<file path="src/rtl/cap_timer_pkg.sv">
package cap_timer_pkg;

  // register addresses; counter and capture bytes follow from CNT_BASE
  localparam int unsigned CTRL_ADDR = 0;
  localparam int unsigned FLAG_ADDR = 1;
  localparam int unsigned CNT_BASE  = 2;

  localparam int unsigned CTRL_W = 6;

  // packed control word, bit 0 at the bottom (cap_sel)
  typedef struct packed {
    logic ovf_ie;   // bit 5
    logic cap_ie;   // bit 4
    logic down;     // bit 3
    logic cap_en;   // bit 2
    logic run;      // bit 1
    logic cap_sel;  // bit 0
  } ctrl_t;

endpackage

</file>
<file path="src/rtl/cap_timer_rst_sync.sv">
module cap_timer_rst_sync (
  input  logic clk,
  input  logic arst_n,
  output logic rst_n_o
);

  logic [1:0] stage_q;

  always_ff @(posedge clk or negedge arst_n) begin
    if (!arst_n) stage_q <= 2'b00;
    else         stage_q <= {stage_q[0], 1'b1};
  end

  assign rst_n_o = stage_q[1];

endmodule

</file>
<file path="src/rtl/cap_timer_edge.sv">
module cap_timer_edge #(
  parameter int unsigned SYNC_STAGES = 2
) (
  input  logic clk,
  input  logic rst_n,
  input  logic pin,
  output logic fall_o
);

  // SYNC_STAGES synchronizer flops plus one history flop
  logic [SYNC_STAGES:0] sh_q, sh_d;

  always_comb begin
    sh_d = {sh_q[SYNC_STAGES-1:0], pin};
  end

  always_ff @(posedge clk or negedge rst_n) begin
    if (!rst_n) sh_q <= '0;
    else        sh_q <= sh_d;
  end

  // older synchronized sample high, newer low: one pulse per falling edge
  assign fall_o = sh_q[SYNC_STAGES] & ~sh_q[SYNC_STAGES-1];

endmodule

</file>
<file path="src/rtl/cap_timer_count.sv">
module cap_timer_count #(
  parameter int unsigned CNT_W = 16,
  localparam int unsigned BYTES = CNT_W / 8
) (
  input  logic             clk,
  input  logic             rst_n,
  input  logic [BYTES-1:0] byte_we,
  input  logic [7:0]       wr_byte,
  input  logic             step,
  input  logic             down,
  output logic [CNT_W-1:0] cnt_o,
  output logic             wrap_o
);

  logic [CNT_W-1:0] cnt_q, cnt_d;
  logic             sw_wr;
  logic             at_edge;

  assign sw_wr   = |byte_we;
  assign at_edge = down ? (cnt_q == '0) : (&cnt_q);

  always_comb begin
    cnt_d = cnt_q;
    if (sw_wr) begin
      for (int b = 0; b < int'(BYTES); b++) begin
        if (byte_we[b]) cnt_d[b*8 +: 8] = wr_byte;
      end
    end else if (step) begin
      cnt_d = down ? (cnt_q - CNT_W'(1)) : (cnt_q + CNT_W'(1));
    end
  end

  // a rollover counts only when the step actually applies
  assign wrap_o = step & ~sw_wr & at_edge;

  always_ff @(posedge clk or negedge rst_n) begin
    if (!rst_n) cnt_q <= '0;
    else        cnt_q <= cnt_d;
  end

  assign cnt_o = cnt_q;

endmodule

</file>
<file path="src/rtl/cap_timer_capreg.sv">
module cap_timer_capreg #(
  parameter int unsigned CNT_W = 16,
  localparam int unsigned BYTES = CNT_W / 8
) (
  input  logic             clk,
  input  logic             rst_n,
  input  logic             grab,
  input  logic [CNT_W-1:0] live,
  input  logic [BYTES-1:0] byte_we,
  input  logic [7:0]       wr_byte,
  output logic [CNT_W-1:0] cap_o
);

  logic [CNT_W-1:0] cap_q, cap_d;
  logic             cap_ld;

  always_comb begin
    cap_d = cap_q;
    if (grab) begin
      cap_d = live;
    end else begin
      for (int b = 0; b < int'(BYTES); b++) begin
        if (byte_we[b]) cap_d[b*8 +: 8] = wr_byte;
      end
    end
  end

  assign cap_ld = grab | (|byte_we);

  always_ff @(posedge clk or negedge rst_n) begin
    if (!rst_n)      cap_q <= '0;
    else if (cap_ld) cap_q <= cap_d;
  end

  assign cap_o = cap_q;

endmodule

</file>
<file path="src/rtl/cap_timer.sv">
module cap_timer
  import cap_timer_pkg::*;
#(
  parameter int unsigned CNT_W       = 16,
  parameter int unsigned ADDR_W      = 3,
  parameter int unsigned SYNC_STAGES = 2
) (
  input  logic              clk,
  input  logic              rst_n,
  input  logic              tick,
  input  logic              cap_pin,
  input  logic              wr_en,
  input  logic [ADDR_W-1:0] addr,
  input  logic [7:0]        wr_data,
  output logic [7:0]        rd_data,
  output logic              irq
);

  localparam int unsigned BYTES    = CNT_W / 8;
  localparam int unsigned CAP_BASE = CNT_BASE + BYTES;

  logic             rst_n_s;
  ctrl_t            ctrl_q;
  logic             ctrl_we;
  logic             flag_we;
  logic [BYTES-1:0] cnt_we, cap_we;
  logic [CNT_W-1:0] cnt, cap;
  logic             step, wrap, fall, grab;
  logic             ovf_flag_q, ovf_flag_d;
  logic             cap_flag_q, cap_flag_d;
  logic             irq_q, irq_d;

  cap_timer_rst_sync u_rst (
    .clk     (clk),
    .arst_n  (rst_n),
    .rst_n_o (rst_n_s)
  );

  // address decode
  assign ctrl_we = wr_en && (addr == ADDR_W'(CTRL_ADDR));
  assign flag_we = wr_en && (addr == ADDR_W'(FLAG_ADDR));

  for (genvar b = 0; b < int'(BYTES); b++) begin : g_dec
    assign cnt_we[b] = wr_en && (addr == ADDR_W'(CNT_BASE + b));
    assign cap_we[b] = wr_en && (addr == ADDR_W'(CAP_BASE + b));
  end

  // control register
  always_ff @(posedge clk or negedge rst_n_s) begin
    if (!rst_n_s)     ctrl_q <= '0;
    else if (ctrl_we) ctrl_q <= ctrl_t'(wr_data[CTRL_W-1:0]);
  end

  assign step = tick & ctrl_q.run & ctrl_q.cap_sel;

  cap_timer_count #(.CNT_W(CNT_W)) u_count (
    .clk     (clk),
    .rst_n   (rst_n_s),
    .byte_we (cnt_we),
    .wr_byte (wr_data),
    .step    (step),
    .down    (ctrl_q.down),
    .cnt_o   (cnt),
    .wrap_o  (wrap)
  );

  cap_timer_edge #(.SYNC_STAGES(SYNC_STAGES)) u_edge (
    .clk    (clk),
    .rst_n  (rst_n_s),
    .pin    (cap_pin),
    .fall_o (fall)
  );

  assign grab = fall & ctrl_q.cap_en;

  cap_timer_capreg #(.CNT_W(CNT_W)) u_cap (
    .clk     (clk),
    .rst_n   (rst_n_s),
    .grab    (grab),
    .live    (cnt),
    .byte_we (cap_we),
    .wr_byte (wr_data),
    .cap_o   (cap)
  );

  // sticky flags: software clears with 0, hardware set wins
  always_comb begin
    ovf_flag_d = (ovf_flag_q & ~(flag_we & ~wr_data[0])) | wrap;
    cap_flag_d = (cap_flag_q & ~(flag_we & ~wr_data[1])) | grab;
    irq_d      = (cap_flag_q & ctrl_q.cap_ie) | (ovf_flag_q & ctrl_q.ovf_ie);
  end

  always_ff @(posedge clk or negedge rst_n_s) begin
    if (!rst_n_s) begin
      ovf_flag_q <= 1'b0;
      cap_flag_q <= 1'b0;
      irq_q      <= 1'b0;
    end else begin
      ovf_flag_q <= ovf_flag_d;
      cap_flag_q <= cap_flag_d;
      irq_q      <= irq_d;
    end
  end

  assign irq = irq_q;

  // read mux
  always_comb begin
    rd_data = '0;
    if (addr == ADDR_W'(CTRL_ADDR)) rd_data = {{(8-CTRL_W){1'b0}}, ctrl_q};
    if (addr == ADDR_W'(FLAG_ADDR)) rd_data = {6'b0, cap_flag_q, ovf_flag_q};
    for (int b = 0; b < int'(BYTES); b++) begin
      if (addr == ADDR_W'(CNT_BASE + b)) rd_data = cnt[b*8 +: 8];
      if (addr == ADDR_W'(CAP_BASE + b)) rd_data = cap[b*8 +: 8];
    end
  end

endmodule

</file>
<file path="config.mk">
export PLATFORM = sky130hd
export DESIGN_NAME = cap_timer
export DESIGN_NICKNAME = d
export VERILOG_FILES = /design/src/rtl/cap_timer_pkg.sv /design/src/rtl/cap_timer_rst_sync.sv /design/src/rtl/cap_timer_edge.sv /design/src/rtl/cap_timer_count.sv /design/src/rtl/cap_timer_capreg.sv /design/src/rtl/cap_timer.sv
export SDC_FILE = /design/constraint.sdc
export NUM_CORES = 1
export LEC_CHECK = 0
export ABC_CLOCK_PERIOD_IN_PS = 2500
export BUFFER_PORTS_ARGS = -buffer_cell sky130_fd_sc_hd__buf_2
export CAP_MARGIN = 20
export CORE_UTILIZATION = 54
export DETAILED_ROUTE_END_ITERATION = 7
export PLACE_DENSITY = 0.85
export SYNTH_ARGS = -nofsm -noshare
export SYNTH_HDL_FRONTEND = slang
export SYNTH_SLANG_ARGS = --single-unit
export TNS_END_PERCENT = 30
</file>
<file path="constraint.sdc">
create_clock -name clk -period 2.5 [get_ports clk]
set_input_delay 0.75 -clock clk [delete_from_list [all_inputs] [get_ports clk]]
set_output_delay 0.75 -clock clk [all_outputs]
set_load 0.01 [all_outputs]
</file>
==> reports/metrics.cfg <==
[clock_tree]
clk_pin_slew_ps = 100
post_cts_buffers = 0
ctsHoldBuffers = 0
cts_tree = done
root_buffer = clkbuf_8
clkSinkCount = 46
cts-root-to-sink-buffers = 2
cts_max_level = 2
cts_buffers = 5
clock_latency_ps = 310

[run]
cap_violations = 0

[final_layout]
num_antenna_cells = 0
stdcell_area_mm2 = 0.00368
instances_no_fill = 466
multi_input_area_mm2 = 0.00183
post-route-util_pct = 69.8
final-seq-area_mm2 = 0.00115
layout-drive-gt1-share_pct = 24.2
syn_to_final_growth_pct = 20.6
final_nets = 426
n_fill_cell = 407

[logic_synthesis]
synth_edf_count = 0
syn_area_per_cell_um2 = 9.16
synth_top_family_by_area = compound AO/OA/AOI/OAI gates
yosysTopAreaCell = dfrtp_1
synth-async-reset-ratio_pct = 100
synthCells = 333
syn-num-nets = 364
yosys_register_bits = 46
ys_top_cells_by_area = dfrtp_1 38%, mux2i_1 8.9%, a21oi_1 6.1%
synthFlopType = dfrtp_1
synth_xor_xnor_area_share_pct = 3.16
yosysTopAreaCellShare_pct = 37.8
synth-seq-area-share_pct = 37.8
synth_common_cells = 46 x dfrtp_1, 38 x nor2_1, 37 x a21oi_1
muxShareOfSynthArea_pct = 11.8
yosysWarnings = 0
synth_area_mm2 = 0.00305
synth-adder-area-share_pct = 6.40
synthSimpleGateAreaFrac_pct = 16.0
yosysMostFrequentCell = dfrtp_1
synth.distinct_cells = 54
synth-compound-area-share_pct = 21.8

[power_and_ir_drop]
power_mw = 4.34
p_leak_nw = 1.65
vdd_drop_max_mv = 0.604
cellPowerDensity_mw_per_mm2 = 1180

[floorplan]
start_util_pct = 57.9
die-area_mm2 = 0.00595
num_rows = 26
io_pins = 25
die_x_um = 77.1
die_h_um = 77.1
coreArea_mm2 = 0.00527

[route]
dr_total_vias = 2969
post_drt_wl_per_cell_um = 18.5
drtPass1Iterations = 6
drc = 0
ant_nets = 0
drtIter0Drc = 284
vias_per_cell = 6.37
wl_um = 8630

[timing]
clock_skew_ps = 16.7
fmax_ghz = 0.405
setup_viol_count_final = 0
fin_setup_tns_ps = 0
grt_setup_unrepaired = yes
finalCritPeriodShare_pct = 98.7
slew_headroom_pct = 35.2
slew_violations = 0
hold_viol_final = 0
setup_slack_ps = 32.9
max_slew.worst_pin.slew_ps = 973
post-route-min-period_ps = 2470
hold_slack_ps = 199

[placement]
place_congestion = 0.912
dp_slack_ps = -26.4
dp_hpwl_um = 6440
dp_cells = 458
dpl-instance-area_mm2 = 0.00357
port_buffers = 24

[setup_path]
worstPathArrival_ps = 1720
slowest_stage = mux2_2
critPathMaxStageDelay_ps = 350
start_kind = primary input
crit_fanout = 6
required_ps = 1750
worstSetupPathType = primary input to primary output
cp-end-kind = primary output
worstPathCellList = buf_4 > mux2_2 > a22oi_2 > o221ai_1 > buf_2

[global_route]
grt_pass1_vias = 2980
antenna_found_initial = 0
overflow = 0
grt_max_degree = 45
gr-usage-all-layers_pct = 30.5
grt_pass1_wl_um = 14100

[worst_hold_path]
hold_class = primary input to async pin

[outcome]
outcome = finished, final reports clean

-- placed cells by master, fill, tap and decap left out, types with 5 or more instances in the layout --
| cell | count |
|---|---|
| clkbuf_8 | 5 |
| o21ai_0 | 12 |
| dfrtp_1 | 45 |
| inv_1 | 7 |
| buf_2 | 23 |
| nor2_1 | 38 |
| nand2_1 | 22 |
| ha_1 | 14 |
| nor4_1 | 5 |
| nand3_1 | 8 |
| a21oi_1 | 36 |
| o22ai_1 | 9 |
| mux2_1 | 7 |
| xnor2_1 | 9 |
| mux2i_1 | 27 |
| a211oi_1 | 6 |
| nand4_1 | 7 |
| a22oi_1 | 5 |
| buf_4 | 45 |
-- sequential cells by signal, summed over array words and instances, names as in the netlist --
| register | count |
|---|---|
| u_edge.sh_q | 3 |
| ctrl_q | 6 |
| ovf_flag_q | 1 |
| irq | 1 |
| u_cap.cap_o | 16 |
| u_count.cnt_o | 16 |
| u_rst.stage_q | 2 |
| cap_flag_q | 1 |
-- power breakdown --
part           switching, mW  internal (mW)  leakage [nW]
combinational           1.35           1.24          1.09
clock                  0.258          0.194        0.0450
sequential             0.267           1.02         0.519
-- path summary, 6_finish.rpt --
| kind | from | slack, ps | cells after the start | to |
|---|---|---|---|---|
| worst max register to register | ctrl_q[3]$_DFFE_PN0P_ | 90 | 9 | u_count.cnt_o[14]$_DFFE_PN0P_ |
| worst max-delay path | addr[1] | 30 | 5 | rd_data[1] |
| max in group asynchronous | u_rst.stage_q[1]$_DFF_PN0_ | 1440 | 0 | u_cap.cap_o[14]$_DFFE_PN0P_ |
| min in group clk | u_edge.sh_q[0]$_DFF_PN0_ | 350 | 0 | u_edge.sh_q[1]$_DFF_PN0_ |
| worst min register to register | u_edge.sh_q[0]$_DFF_PN0_ | 350 | 0 | u_edge.sh_q[1]$_DFF_PN0_ |
| worst min-delay path | rst_n | 200 | 1 | u_rst.stage_q[1]$_DFF_PN0_ |
-- final cells by class --
type | instances | area share, %
clock buffer | 6 | 1.97
sequential | 46 | 31.3
tap | 70 | 2.38
timing repair buffer | 70 | 13.4
clock inverter | 2 | 0.272
multi-input combinational | 265 | 49.9
inverter | 7 | 0.715
-- metal layers --
layer | part of all wire [%] | vias to the layer above | GRT usage [%]
li1 | - | 1350 | -
met1 | 40 | 1416 | 36.8
met2 | 49 | 166 | 52.9
met3 | 7.2 | 37 | 4.17
met4 | 3.9 | 0 | 14.9
met5 | 0 | - | 0
-- timing repair --
| action | CTS | global route |
|---|---|---|
| gates cloned | 0 | 0 |
| resized for setup | 1 | 5 |
| setup endpoints to repair | 3 | 5 |
| pin swaps | 0 | 3 |
| hold endpoints to repair | 0 | 0 |
-- cells by family after synthesis --
logic type / count (synthesis)
adders and majority gates: 15
DFF: 46
AOI/OAI and AO/OA: 102
buffers and inverters: 22
xor gates and xnor gates: 11
other: 1
muxes: 35
and+or+nand+nor: 101
-- critical path, delay by kind of cell --
kind	cells	cell delay, ps
buffers and inverters	2	290
AO/OA/AOI/OAI	2	330
multiplexers	1	350
Note: power is estimated with default switching activity, not from simulation.
